File: src/rtl/irqc_pkg.sv
// Package: fixed memory map and decode types shared by the interrupt router.
// Assumes a byte-addressed bus; strides are powers of two.
package irqc_pkg;
    localparam logic [31:0] EN_BASE      = 32'h0000_2000;
    localparam int          EN_STRIDE_SH = 7;   // 0x80 bytes per context
    localparam logic [31:0] CTX_BASE     = 32'h0020_0000;
    localparam int          CTX_STRIDE_SH = 12; // 0x1000 bytes per context

    typedef enum logic [2:0] {
        RG_NONE,
        RG_PRIO,
        RG_EN,
        RG_THR,
        RG_CLAIM
    } region_e;

    typedef struct packed {
        region_e     kind;
        logic [7:0]  ctx;
        logic [15:0] idx;
    } decode_t;
endpackage

File: src/rtl/irqc_gateway.sv
// Module: request gate for one source. It latches a level request as pending,
// converts a claim into the in-flight state and reopens on completion.
// Assumes claim is only raised while the source is pending.
module irqc_gateway (
    input  logic clk,
    input  logic rst_n,
    input  logic level,
    input  logic claim,
    input  logic complete,
    output logic pending,
    output logic inflight
);
    // Gate state: claim dominates, then completion, then a new request.
    always_ff @(posedge clk) begin
        if (!rst_n) begin
            pending  <= 1'b0;
            inflight <= 1'b0;
        end else if (claim) begin
            pending  <= 1'b0;
            inflight <= 1'b1;
        end else if (complete && inflight) begin
            inflight <= 1'b0;
        end else if (level && !inflight) begin
            pending  <= 1'b1;
        end
    end
endmodule

File: src/rtl/irqc_arbiter.sv
// Module: per-context winner selection. It picks the eligible source whose
// priority is above the threshold and highest; a tie keeps the lower number.
// Assumes bit 0 of elig is never set.
module irqc_arbiter #(
    parameter int NUM_SRC = 31,
    parameter int PRIO_W  = 3,
    parameter int ID_W    = 5
) (
    input  logic [NUM_SRC:0]              elig,
    input  logic [NUM_SRC:0][PRIO_W-1:0]  prio,
    input  logic [PRIO_W-1:0]             thresh,
    output logic [ID_W-1:0]               best_id
);
    logic [PRIO_W-1:0] best_p;

    // Linear scan: the threshold seeds the running best, so a win needs a strictly greater level.
    always_comb begin
        best_p  = thresh;
        best_id = '0;
        for (int s = 1; s <= NUM_SRC; s++) begin
            if (elig[s] && (prio[s] > best_p)) begin
                best_p  = prio[s];
                best_id = ID_W'(s);
            end
        end
    end
endmodule

File: src/rtl/irqc_top.sv
// Module: interrupt router top. It decodes the register map, holds priority,
// enable and threshold state, instantiates one gate per source and one
// arbiter per context, and runs the claim/complete handshake.
// Assumes one bus access per cycle; read data follows one cycle later.
module irqc_top #(
    parameter int NUM_SRC = 31,
    parameter int NUM_CTX = 2,
    parameter int PRIO_W  = 3,
    parameter int ADDR_W  = 24
) (
    input  logic                 clk,
    input  logic                 rst_n,
    input  logic [NUM_SRC-1:0]   src_level,
    input  logic                 bus_req,
    input  logic                 bus_we,
    input  logic [ADDR_W-1:0]    bus_addr,
    input  logic [31:0]          bus_wdata,
    output logic                 bus_rvalid,
    output logic [31:0]          bus_rdata,
    output logic [NUM_CTX-1:0]   ctx_irq
);
    import irqc_pkg::*;

    localparam int ID_W     = $clog2(NUM_SRC + 1);
    localparam int EN_WORDS = (NUM_SRC + 32) / 32;

    logic [NUM_SRC:0][PRIO_W-1:0]  prio_q;
    logic [NUM_CTX-1:0][NUM_SRC:0] en_q;
    logic [NUM_CTX-1:0][PRIO_W-1:0] thr_q;
    logic [NUM_CTX-1:0][ID_W-1:0]  best_id;
    logic [NUM_SRC:0]              level_v;
    logic [NUM_SRC:0]              pend;
    logic [NUM_SRC:0]              infl;
    logic [NUM_SRC:0]              claim_vec;
    logic [NUM_SRC:0]              cmpl_vec;
    logic [NUM_SRC:0]              en_sel;
    logic [ID_W-1:0]               claim_id;
    logic                          claim_go;
    logic                          cmpl_go;
    logic [31:0]                   rd_val;
    logic [31:0]                   a32;
    logic [31:0]                   off;
    decode_t                       dec;

    assign level_v = {src_level, 1'b0};

    // Address decode into region, context and word index.
    always_comb begin
        a32      = 32'(bus_addr);
        off      = '0;
        dec.kind = RG_NONE;
        dec.ctx  = '0;
        dec.idx  = '0;
        if (a32 < 32'((NUM_SRC + 1) * 4)) begin
            dec.kind = RG_PRIO;
            dec.idx  = a32[17:2];
        end else if (a32 >= EN_BASE && a32 < EN_BASE + 32'(NUM_CTX << EN_STRIDE_SH)) begin
            off = a32 - EN_BASE;
            if ({27'd0, off[6:2]} < 32'(EN_WORDS)) begin
                dec.kind = RG_EN;
                dec.ctx  = off[14:7];
                dec.idx  = {11'd0, off[6:2]};
            end
        end else if (a32 >= CTX_BASE && a32 < CTX_BASE + 32'(NUM_CTX << CTX_STRIDE_SH)) begin
            off     = a32 - CTX_BASE;
            dec.ctx = off[19:12];
            if (off[11:2] == 10'd0) dec.kind = RG_THR;
            else if (off[11:2] == 10'd1) dec.kind = RG_CLAIM;
        end
    end

    // Configuration registers: priorities, enable bitmaps, thresholds.
    always_ff @(posedge clk) begin
        if (!rst_n) begin
            prio_q <= '0;
            en_q   <= '0;
            thr_q  <= '0;
        end else if (bus_req && bus_we) begin
            for (int s = 1; s <= NUM_SRC; s++) begin
                if (dec.kind == RG_PRIO && dec.idx == 16'(s))
                    prio_q[s] <= bus_wdata[PRIO_W-1:0];
            end
            for (int c = 0; c < NUM_CTX; c++) begin
                if (dec.ctx == 8'(c)) begin
                    if (dec.kind == RG_THR)
                        thr_q[c] <= bus_wdata[PRIO_W-1:0];
                    for (int s = 1; s <= NUM_SRC; s++) begin
                        if (dec.kind == RG_EN && dec.idx == 16'(s / 32))
                            en_q[c][s] <= bus_wdata[s % 32];
                    end
                end
            end
        end
    end

    // One request gate per real source; source 0 is tied off.
    assign pend[0] = 1'b0;
    assign infl[0] = 1'b0;
    for (genvar s = 1; s <= NUM_SRC; s++) begin : g_gate
        irqc_gateway u_gate (
            .clk      (clk),
            .rst_n    (rst_n),
            .level    (level_v[s]),
            .claim    (claim_vec[s]),
            .complete (cmpl_vec[s]),
            .pending  (pend[s]),
            .inflight (infl[s])
        );
    end

    // One winner selector and line per context.
    for (genvar c = 0; c < NUM_CTX; c++) begin : g_ctx
        irqc_arbiter #(
            .NUM_SRC (NUM_SRC),
            .PRIO_W  (PRIO_W),
            .ID_W    (ID_W)
        ) u_arb (
            .elig    (pend & en_q[c]),
            .prio    (prio_q),
            .thresh  (thr_q[c]),
            .best_id (best_id[c])
        );
        assign ctx_irq[c] = (best_id[c] != '0);
    end

    // Claim/complete handshake decode for the addressed context.
    always_comb begin
        claim_go = bus_req && !bus_we && dec.kind == RG_CLAIM;
        cmpl_go  = bus_req && bus_we && dec.kind == RG_CLAIM;
        claim_id = '0;
        en_sel   = '0;
        for (int c = 0; c < NUM_CTX; c++) begin
            if (dec.ctx == 8'(c)) begin
                claim_id = best_id[c];
                en_sel   = en_q[c];
            end
        end
        claim_vec = '0;
        cmpl_vec  = '0;
        for (int s = 1; s <= NUM_SRC; s++) begin
            claim_vec[s] = claim_go && (claim_id == ID_W'(s));
            cmpl_vec[s]  = cmpl_go && en_sel[s] && (bus_wdata == 32'(s));
        end
    end

    // Read multiplexer; unmapped space yields zero.
    always_comb begin
        rd_val = '0;
        case (dec.kind)
            RG_PRIO: begin
                for (int s = 1; s <= NUM_SRC; s++)
                    if (dec.idx == 16'(s)) rd_val[PRIO_W-1:0] = prio_q[s];
            end
            RG_EN: begin
                for (int c = 0; c < NUM_CTX; c++)
                    for (int s = 1; s <= NUM_SRC; s++)
                        if (dec.ctx == 8'(c) && dec.idx == 16'(s / 32))
                            rd_val[s % 32] = en_q[c][s];
            end
            RG_THR: begin
                for (int c = 0; c < NUM_CTX; c++)
                    if (dec.ctx == 8'(c)) rd_val[PRIO_W-1:0] = thr_q[c];
            end
            RG_CLAIM: rd_val[ID_W-1:0] = claim_id;
            default:  rd_val = '0;
        endcase
    end

    // Registered read response, one cycle after the request.
    always_ff @(posedge clk) begin
        if (!rst_n) begin
            bus_rvalid <= 1'b0;
            bus_rdata  <= '0;
        end else begin
            bus_rvalid <= bus_req && !bus_we;
            bus_rdata  <= (bus_req && !bus_we) ? rd_val : '0;
        end
    end
endmodule

File: config.mk
export PLATFORM = sky130hd
export DESIGN_NAME = irqc_top
export DESIGN_NICKNAME = d
export VERILOG_FILES = /design/src/rtl/irqc_pkg.sv /design/src/rtl/irqc_gateway.sv /design/src/rtl/irqc_arbiter.sv /design/src/rtl/irqc_top.sv
export SDC_FILE = /design/constraint.sdc
export NUM_CORES = 1
export LEC_CHECK = 0
export BUFFER_PORTS_ARGS = -buffer_cell sky130_fd_sc_hd__buf_2
export CORE_MARGIN = 3
export CORE_UTILIZATION = 50
export DETAILED_ROUTE_END_ITERATION = 8
export PLACE_DENSITY = 0.68
export RECOVER_POWER = 100
export SLEW_MARGIN = 5
export SYNTH_ARGS = -nofsm -noshare
export SYNTH_HDL_FRONTEND = slang
export SYNTH_SLANG_ARGS = --single-unit
File: constraint.sdc
create_clock -name clk -period 56.2 [get_ports clk]
set_clock_uncertainty 0.2 [all_clocks]
set_input_delay 0 -clock clk [delete_from_list [all_inputs] [get_ports clk]]
set_output_delay 0 -clock clk [all_outputs]
set_load 0.02 [all_outputs]
==> metrics <==
outcome=finished, violations left; failing checks=capacitance limit, slew limit; H-tree Lvls=1; Clock Power Share=between 40% and 50%; core area=slightly below 40000 um^2; slowest stage delay, CP=around 0.90 ns; Max Cap Violations=6; Yosys warning count=0; Slew @ Worst Pin=between 3 and 4 ns; worst hold-check path type=in2reg; mapped cell area=slightly below 20000 um^2; Cell Int Power=roughly 310 uW; Cell variety after synth=110; first-pass GRT wire length=roughly 120000 um; WP data arrival=between 50 and 60 ns; Fillers=between 3000 and 4000; Detail Route Antenna Nets=0; Sequential Power Share=45.5%; Slew headroom=-115%; maximum clock insertion buffer count=3; commonest non-fill, non-tap cell in the layout=nand2_1; RSZ-0062 raised after global routing=no; sw frac=about a quarter; Starting Density=between 50% and 60%; io pins=~130; largest net degree at the start of global routing=105; static leakage=around 0.0081 uW; die footprint=41900 um^2; Final nets=2978; Crit path max-delay family=compound AO/OA/AOI/OAI gates; vias per cell=6.44; final-report setup violation count=0; GPL Wtd Cong=0.983; Mapped Nets=2833; vias in the first global route=slightly above 20000; final wirelength=between 70000 and 80000 um; Crit path required time=approximately 56 ns; Residual DRC=0; worst-case reg-to-reg path depth=between 200 and 250; ys async rst share=0%; combinational power share=5.2%; HPWL after DPL=roughly 60000 um; area leader, netlist=dfxtp_1; CTS Buf Count=31; register bit count reported by yosys=between 200 and 300; DR WL/cell=23.6 um; Die H=205 um; GRT Residual Overflow=0; VDD IR max=23.1 uV; fmax=between 15 and 20 MHz; crit path max-delay cell type=o311ai_0; GRT Util Overall=about 36%; CTS Root Cell=clkbuf_16; most frequent cells in the layout=363 x nand2_1, 265 x nor2_1, 256 x dfxtp_1; setup_tns=0 ns; CTS tree=done; Vias=between 20000 and 25000; number of flops mapped to enable cells by yosys=0; Slew Viols, Final=approximately 190; top post-synthesis cells by area=dfxtp_1 26%, nand2_1 6.9%, ha_1 6.6%; antenna violations before repair=1; CP startpoint kind=flip-flop; Seq/Total Area, Yosys=26.0%; initial drt markers=between 2000 and 2500; share of cells above drive strength 1=a little under a tenth; area added between synthesis and finish=13.8%; Critical Path Stages=229; Final Cycle Share=between 90% and 100%; Post-Synthesis Cells=roughly 2600; CP Class=reg2reg; Clock Sinks=256; Final Critical Period=a little over 50 ns; Final Hold Fails=0; top cell type's share of synthesized area=between 20% and 30%; Hold Path Depth=4; Worst path most repeated cell=ha_1; Util after Layout=57.8%; Mean Syn Cell Area=7.48 um^2; Synth Flop Type=dfxtp_1; CP bufs+invs=18; Crit Path Max Fanout=9; Worst-path clk slew=roughly 0.060 ns; Sw Pwr=between 90 and 100 uW; chip width=205 um; CP Capture Type=flip-flop; Cell Rows=72; # resized after CTS=0; clk_lat worst skew=around 0.6 ns; drt first pass iters=6; Pwr Density=roughly 18 nW/um^2; PortBufs=approximately 130
==> synthesized netlist by cell type, drive strengths merged, types with 10 or more instances <==
cell type / instances
a21oi: 246
ha: 104
a31oi: 49
or3: 15
a21o: 16
nor2b: 47
xnor2: 12
nor4: 13
and3: 35
nand4b: 11
a21boi: 12
o31ai: 21
mux2i: 120
a22oi: 12
a211oi: 11
nor3: 50
nand3b: 11
o21ai: 147
nand3: 126
a31o: 25
a221oi: 10
o2111ai: 18
o211ai: 41
dfxtp: 256
buf: 22
o211a: 17
o21a: 12
o311a: 19
nand4: 24
inv: 121
nand2b: 12
nand2: 363
clkbuf: 96
nor2: 268
a311oi: 11
and2: 33
maj3: 34
or2: 17
nor3b: 13
mux2: 51
==> tightest hold or removal path: cells and delay by family <==
kind	cells	cell delay, ns
buffers and inverters	2	0.67
AND/OR/NAND/NOR	1	0.05
AO/OA/AOI/OAI	1	0.05
==> power groups by stage <==
stage	sequential [uW]	clock [uW]	combinational [uW]
after floorplan	189	0	7.55
after global placement	190	0	16.1
after detailed placement	190	0	16.2
after CTS	186	203	20.4
after global routing	186	209	22.1
final	186	201	21.1
==> per-stage QoR <==
step | total power, uW | cells | instance area (um^2) | hold WS, ns | worst slack [ns]
CTS | 409 | 3322 | 22600 | 0.00197 | 6.34
global route | 417 | 3322 | 22400 | 0.0398 | 0.709
floorplan | 196 | 2638 | 19700 | -0.0640 | 13.02
global placement | 206 | 3183 | 20700 | 0.0628 | 8.38
finish | 408 | 3323 | 22400 | 0.0322 | 5.06
detailed placement | 206 | 3183 | 20700 | 0.0690 | 6.53
==> flip-flops by register name (all words and copies together), names as in the netlist <==
signal / cells
g_gate.u_gate.pending: 31
en_q: 62
thr_q: 6
bus_rdata: 32
prio_q: 93
g_gate.u_gate.inflight: 31
bus_rvalid: 1
==> timing repair <==
item                                   4_1_cts  5_1_grt
setup endpoints to repair                    0        0
hold buffers                                85        0
setup buffers                                0        0
endpoints found under the hold margin      216        0
==> worst paths after layout <==
check	start	to	slack, ns
setup reg to reg	thr_q[5]$_SDFFE_PN0P_	g_gate[17].u_gate.pending$_SDFFE_PP0P_	5.06
hold / removal	bus_wdata[23]	en_q[55]$_SDFFE_PN0P_	0.03
hold reg to reg	en_q[55]$_SDFFE_PN0P_	en_q[55]$_SDFFE_PN0P_	0.27
setup / recovery	thr_q[5]$_SDFFE_PN0P_	g_gate[17].u_gate.pending$_SDFFE_PP0P_	5.06
==> cell type report <==
class,count,area (um^2),area share (%)
clock buffer,44,855,3.81
clock inverter,10,129,0.574
multi-input combinational,2143,13700,60.9
sequential,256,5120,22.8
antenna,1,2.50,0.0111
inverter,121,459,2.05
timing repair buffer,230,1560,6.97
tap,518,648,2.89
==> metal layers <==
layer	GRT usage, %	routed length [um]	up-vias
met3	6.71	7290	204
met2	59.1	35400	1090
met1	46.0	31700	10144
met4	16.1	3990	2
li1	-	-	9951
met5	0	11	-
==> cell families after synthesis <==
group | after synthesis | synth area share, %
flops | 256 | 26.0
compound gates | 762 | 26.0
simple gates | 1055 | 25.1
xor+xnor | 17 | 0.755
buf+inv | 239 | 4.67
fa+ha+maj | 138 | 8.32
mux | 171 | 9.19
Power figures use the tool's default switching activity.
